## src/rtl/dfc_pkg.sv

```systemverilog
package dfc_pkg;
    localparam int ADDR_W    = 32;
    localparam int LW_AW     = ADDR_W - 2;
    localparam int WIN_LOG   = 28;
    localparam int TAG_W     = ADDR_W - WIN_LOG;
    localparam int WIN_TAG   = 2;
    localparam int SLICE_LOG = 24;
    localparam int BASE_LOG  = 22;
    localparam int MAX_CODE  = 4;
    localparam int PHYS_LOG  = BASE_LOG + MAX_CODE;
    localparam int PLW_W     = PHYS_LOG - 2;
    localparam int COL_W     = 10;
    localparam int ROW_W     = PLW_W - COL_W;
    localparam int BEATS     = 4;
    localparam int BEAT_W    = $clog2(BEATS);

    typedef enum logic [2:0] {
        S_IDLE,
        S_ROW,
        S_RCD,
        S_CAS,
        S_ACK,
        S_CPRE,
        S_BLANK
    } dfc_state_e;
endpackage

```

## src/rtl/dfc_win_decode.sv

```systemverilog
module dfc_win_decode
    import dfc_pkg::*;
(
    input  logic [LW_AW-1:0] lw_addr,
    input  logic [2:0]       size_code,
    output logic             hit,
    output logic [ROW_W-1:0] row,
    output logic [COL_W-1:0] col
);
    localparam logic [LW_AW-1:0] SLICE_LIM = LW_AW'((64'd1 << (SLICE_LOG - 2)) - 64'd1);

    logic             in_win;
    logic             code_ok;
    logic [LW_AW-1:0] size_lim;
    logic [LW_AW-1:0] hole_mask;
    logic [PLW_W-1:0] phys_lw;

    always_comb begin
        in_win   = (lw_addr[LW_AW-1:WIN_LOG-2] == TAG_W'(WIN_TAG));
        code_ok  = (int'(size_code) <= MAX_CODE);
        size_lim = '0;
        for (int k = 0; k <= MAX_CODE; k++) begin
            if (int'(size_code) == k)
                size_lim = LW_AW'((64'd1 << (BASE_LOG - 2 + k)) - 64'd1);
        end
        hole_mask = SLICE_LIM & ~size_lim;
        hit       = in_win && code_ok && ((lw_addr & hole_mask) == '0);
        phys_lw   = lw_addr[PLW_W-1:0] & size_lim[PLW_W-1:0];
        row       = phys_lw[PLW_W-1:COL_W];
        col       = phys_lw[COL_W-1:0];
    end
endmodule

```

## src/rtl/dfc_col_seq.sv

```systemverilog
module dfc_col_seq
    import dfc_pkg::*;
(
    input  logic             clk,
    input  logic             rst_n,
    input  logic             load,
    input  logic [COL_W-1:0] load_col,
    input  logic             advance,
    output logic [COL_W-1:0] col
);
    logic [COL_W-1:BEAT_W] page_col_q;
    logic [BEAT_W-1:0]     beat_col_q;

    always_ff @(posedge clk or negedge rst_n) begin
        if (!rst_n) begin
            page_col_q <= '0;
            beat_col_q <= '0;
        end else if (load) begin
            page_col_q <= load_col[COL_W-1:BEAT_W];
            beat_col_q <= load_col[BEAT_W-1:0];
        end else if (advance) begin
            beat_col_q <= beat_col_q + BEAT_W'(1);
        end
    end

    assign col = {page_col_q, beat_col_q};
endmodule

```

## src/rtl/dram_fill_ctrl.sv

```systemverilog
module dram_fill_ctrl
    import dfc_pkg::*;
(
    input  logic              clk,
    input  logic              rst_n,
    input  logic              req_valid,
    input  logic [LW_AW-1:0]  req_addr,
    input  logic              req_burst,
    input  logic              req_write,
    input  logic [2:0]        size_code,
    output logic              req_ready,
    output logic              row_strobe,
    output logic              col_strobe,
    output logic              wr_strobe,
    output logic [ROW_W-1:0]  row_addr,
    output logic [COL_W-1:0]  col_addr,
    output logic              beat_ack,
    output logic              no_resp
);
    dfc_state_e        state_q, state_d;
    logic              dec_hit;
    logic [ROW_W-1:0]  dec_row;
    logic [COL_W-1:0]  dec_col;
    logic              accept;
    logic              last_beat;
    logic              col_adv;
    logic [BEAT_W-1:0] beat_q;
    logic              burst_q;
    logic              write_q;
    logic [ROW_W-1:0]  row_q;

    dfc_win_decode u_dec (
        .lw_addr   (req_addr),
        .size_code (size_code),
        .hit       (dec_hit),
        .row       (dec_row),
        .col       (dec_col)
    );

    assign accept    = (state_q == S_IDLE) && req_valid;
    assign last_beat = !burst_q || (beat_q == BEAT_W'(BEATS - 1));
    assign col_adv   = (state_q == S_ACK) && !last_beat;

    dfc_col_seq u_col (
        .clk      (clk),
        .rst_n    (rst_n),
        .load     (accept),
        .load_col (dec_col),
        .advance  (col_adv),
        .col      (col_addr)
    );

    // next-state logic
    always_comb begin
        state_d = state_q;
        unique case (state_q)
            S_IDLE:  if (req_valid) state_d = dec_hit ? S_ROW : S_BLANK;
            S_ROW:   state_d = S_RCD;
            S_RCD:   state_d = S_CAS;
            S_CAS:   state_d = S_ACK;
            S_ACK:   state_d = last_beat ? S_IDLE : S_CPRE;
            S_CPRE:  state_d = S_ACK;
            S_BLANK: state_d = S_IDLE;
            default: state_d = S_IDLE;
        endcase
    end

    // state register
    always_ff @(posedge clk or negedge rst_n) begin
        if (!rst_n) state_q <= S_IDLE;
        else        state_q <= state_d;
    end

    // request capture and beat count
    always_ff @(posedge clk or negedge rst_n) begin
        if (!rst_n) begin
            beat_q  <= '0;
            burst_q <= 1'b0;
            write_q <= 1'b0;
            row_q   <= '0;
        end else if (accept) begin
            beat_q  <= '0;
            burst_q <= req_burst;
            write_q <= req_write;
            row_q   <= dec_row;
        end else if (col_adv) begin
            beat_q  <= beat_q + BEAT_W'(1);
        end
    end

    // outputs decoded from state
    always_comb begin
        req_ready  = 1'b0;
        row_strobe = 1'b0;
        col_strobe = 1'b0;
        beat_ack   = 1'b0;
        no_resp    = 1'b0;
        unique case (state_q)
            S_IDLE:  req_ready = 1'b1;
            S_ROW,
            S_RCD,
            S_CPRE:  row_strobe = 1'b1;
            S_CAS: begin
                row_strobe = 1'b1;
                col_strobe = 1'b1;
            end
            S_ACK: begin
                row_strobe = 1'b1;
                col_strobe = 1'b1;
                beat_ack   = 1'b1;
            end
            S_BLANK: no_resp = 1'b1;
            default: req_ready = 1'b0;
        endcase
        wr_strobe = col_strobe && write_q;
        row_addr  = row_q;
    end
endmodule

```

## config.mk

```make
export PLATFORM = sky130hd
export DESIGN_NAME = dram_fill_ctrl
export DESIGN_NICKNAME = d
export VERILOG_FILES = /design/src/rtl/dfc_pkg.sv /design/src/rtl/dfc_win_decode.sv /design/src/rtl/dfc_col_seq.sv /design/src/rtl/dram_fill_ctrl.sv
export SDC_FILE = /design/constraint.sdc
export NUM_CORES = 1
export LEC_CHECK = 0
export BUFFER_PORTS_ARGS = -buffer_cell sky130_fd_sc_hd__buf_2
export CAP_MARGIN = 15
export CORE_ASPECT_RATIO = 0.6
export CORE_MARGIN = 10
export CORE_UTILIZATION = 43
export CTS_CLUSTER_DIAMETER = 30
export CTS_CLUSTER_SIZE = 25
export DETAILED_ROUTE_END_ITERATION = 12
export GPL_TIMING_DRIVEN = 0
export HOLD_SLACK_MARGIN = 0.02
export PLACE_DENSITY_LB_ADDON = 0.1
export REMOVE_ABC_BUFFERS = 1
export SYNTH_ARGS = -nofsm -noshare
export SYNTH_HDL_FRONTEND = slang
export SYNTH_SLANG_ARGS = --single-unit
```

## constraint.sdc

```tcl
create_clock -name clk -period 2.35 [get_ports clk]
set_clock_uncertainty 0.2 [all_clocks]
set_input_delay 0.1175 -clock clk [delete_from_list [all_inputs] [get_ports clk]]
set_output_delay 0.1175 -clock clk [all_outputs]
set_load 0.05 [all_outputs]
```

==> results by group <==
Final layout
  – Count of antenna diodes in the layout: 0
  – Synthesis-to-layout area growth: 53.0%
  – Fin nets: 252
  – Area used by multi-input combinational logic: 566 µm²
  – Count of fill cells added during filler insertion: 210
  – Combined flip-flop and latch cell area: approximately 780 µm²
  – Final standard cell utilization of the core: 71.5%
  – Share of cells above drive strength 1: 37.9%

STA
  – Total count of hold-check failures in the final report: 0
  – RSZ-0062 raised after global routing: no
  – # setup viols final: 0
  – Worst Setup Slack, final: 148 ps
  – Crit path time final: 2200 ps
  – Tightest Pin Transition: 676 ps
  – Normalized max-slew margin: 55.0%
  – Final TNS setup: 0 ps
  – Max-slew violations: 0
  – Final cycle utilization of the critical path: 93.7%
  – Achievable clock frequency: 0.454 GHz

Global route
  – Overflow after GRT: 0
  – Vias in the first global route: 1360
  – First-pass GRT wire length: 6730 µm
  – Overall fraction of global-route tracks in use: 13.8%
  – Largest net degree at the start of global routing: 32
  – Number of antenna violations at the first check in global routing: 0

Placement
  – Buffers on Ports: 65
  – HPWL reported at the end of detailed placement: between 2000 and 3000 µm
  – Worst-case setup slack after placement: -166 ps
  – Placer congestion estimate: 0.762

Floorplan
  – Horizontal die dimension: 93.5 µm
  – I/O pins: 68
  – Initial Utilization: a little under half
  – Core area: 0.00298 mm²
  – Std cell rows: 15
  – Die Y: between 60 and 70 µm
  – Die area: 0.00600 mm²

Synthesis
  – Mean instance size in the synthesized netlist: 12.0 µm²
  – Cell type with the highest aggregate area in the netlist: dfrtp_1
  – Most used DFF post-synth: dfrtp_1
  – Post-synthesis cell count: 116
  – Flip-flop and latch count after synthesis: 31
  – Sequential area share after synthesis: roughly 56%
  – Top post-synthesis cells by area: dfrtp_1 56%, a22o_1 13%, nand2_1 3.5%
  – Yosys top cell area share: 55.6%
  – Count of distinct cell types in the synthesized netlist: 36
  – Yosys synthesis warning count: 0
  – EDFF count, synth: 0
  – Post-Synthesis Cell Area: 0.00140 mm²
  – Async S/R FF share, synth: 100%

Clock tree
  – CTS sink cnt: 31
  – CTS buffer count: 5
  – Clock latency on the worst-skew pair: between 200 and 300 ps
  – Number of levels in the clock H-tree: 2
  – Cell at the root of the clock tree: clkbuf_8
  – Clock-pin transition on the worst setup and hold timing paths: 60 ps
  – TritonCTS clock tree: built
  – Maximum buffer depth of the clock tree: 2
  – Number of post-CTS setup repair buffers: 0

Routing
  – Wire length per cell after detailed routing: 15.9 µm
  – Via-per-instance ratio: 4.91
  – Met1 Wirelength: 1820 µm
  – Final routed DRC violation total: 0
  – Count of vias placed by the detailed router: 1256
  – DRT iter0 DRCs: 32
  – Met3 routed WL: 339 µm
  – Highest Signal Layer: met4
  – Post-DRT Antenna Nets: 0
  – Met2 wirelength from detailed routing: around 1900 µm
  – Detailed Route WL: approximately 4000 µm
  – Drt pass-1 iters: 4

Pwr
  – Clk network pwr share: between 10% and 20%
  – Internal cell power: 1490 µW
  – Peak ir drop on the vdd network: 0.708 mV
  – Pwr dens: 1450 mW/mm²
  – NetSw: 1610 µW
  – Combinational power share: between 50% and 60%
  – Cell leakage power: 0.00109 µW
  – Sw frac: 52.0%
  – Sequential share of power: 31.4%

Worst hold path
  – Worst hold path class: in2reg

Worst setup path
  – CP Capture Type: register
  – End of the worst register-to-register path: u_col.page_col_q[4]
  – Biggest fanout along the worst timing path: 30
  – Required time of the critical path: 2370 ps
  – Critical path startpoint category: register
  – CP startpoint: state_q[0]
  – Arrival time of the worst setup path: approximately 2200 ps
  – R2R setup slack: 150 ps
  – Critical R2R Launch: state_q[0]
  – Reg2reg path depth: 4
  – Setup CP Type: reg2reg
  – Worst setup path end: u_col.page_col_q[4]

Run
  – Number of maximum-capacitance constraint violations: 0

Run status
  – Outcome: completed
[critical path: stages, from the launching register on]
cell and delay [ps]:
dfrtp_1 500, nor3_4 290, nand2_2 410, nor2_2 520, a22o_1 200
[cells by family (layout without fill, tap and decap cells)]
family / count (synthesis) / count (layout) / synth area share (%)
compound gates: 34 / 34 / 20.0
simple gates: 34 / 35 / 14.1
flops: 31 / 31 / 55.6
buf+inv: 10 / 107 / 5.56
xor+xnor: 5 / 5 / 3.14
fa+ha+maj: 1 / 1 / 0.897
mux: 1 / 1 / 0.718
[repair_timing]
item                                    4_1_cts  5_1_grt
hold endpoints to repair                     59        1
cloned                                        0        1
gates resized for setup                       1        2
pin swaps                                     0        1
hold buffers                                 33        1
endpoints found under the setup margin       21       19
[worst min-delay path by stage]
stage                       from            to  slack [ps]  cells after the start
floorplan                  rst_n     beat_q[0]        -380                      0
global placement           rst_n  row_addr[13]          -8                      1
detailed placement         rst_n  row_addr[13]           3                      1
CTS                 size_code[2]  row_addr[10]          60                      3
global route        size_code[2]  row_addr[10]         110                      3
finish              req_addr[27]    state_q[0]          60                      5
[layout make-up]
cell class	count	area share, %
Clock buffer	7	3.58
Clock inverter	1	0.234
Timing Repair Buffer	98	30.7
Sequential cell	31	36.3
Multi-Input combinational cell	76	26.5
Tap cell	42	2.46
Inverter	1	0.176
[routing by layer]
| metal | up-vias | GRT usage, % |
|---|---|---|
| li1 | 610 | - |
| met4 | 0 | 4.15 |
| met1 | 596 | 16.7 |
| met2 | 44 | 21.4 |
| met3 | 6 | 6.41 |
| met5 | - | 0 |
[state kept, by name, indices dropped and copies added (netlist names)]
register,flops
u_col.page_col_q,8
u_col.beat_col_q,2
row_addr,14
beat_q,2
state_q,3
write_q,1
burst_q,1
[through the flow]
stage,instances,hold slack (ps),area (µm²),total power (µW)
4_1_cts,255,60.4,2120,3120
2_1_floorplan,107,-378,1320,2230
3_3_place_gp,214,-7.77,1700,2630
5_1_grt,256,106,2130,3270
6_report,256,58.8,2130,3100
3_5_place_dp,214,3.07,1700,2660
[placed cells by master, fill, tap and decap left out]
cell           count
o21a_4             1
buf_2             65
nor4bb_1           1
and2_0             1
nand2_2            1
nor3b_2            1
nor2_2             1
clkbuf_1           2
o41ai_2            1
nor2_1             6
nor3b_1            1
nand3b_1           1
clkbuf_8           5
a221o_1            1
a21o_1             1
dfrtp_1           31
xor2_1             2
nand4b_1           1
ha_1               1
nand2b_1           1
dlygate4sd3_1     33
nor2_4             1
nor3_4             1
a32o_1             1
mux2i_1            1
inv_1              1
o22ai_1            1
o31ai_2            1
a21oi_1            3
clkinv_2           1
xnor2_1            3
nor2b_1            2
nand2_1           13
a31o_2             1
or3_1              1
o21ai_0            3
and2_1             1
nor4_2             1
a22o_1            20
[power by group through the flow]
stage	logic (µW)	registers, µW	clock network [µW]
floorplan	617	1620	0
global placement	1670	959	0
detailed placement	1690	973	0
CTS	1740	970	406
global route	1840	1010	430
finish	1730	974	393
[synthesized netlist by cell type, types with 2 or more instances]
cell	instances
dfrtp_1	31
a22o_1	20
nand2_1	13
nor2_1	6
buf_4	4
a21oi_1	3
buf_6	3
o21ai_0	3
xnor2_1	3
buf_2	2
nor2b_1	2
xor2_1	2
Power figures use the tool's default switching activity.
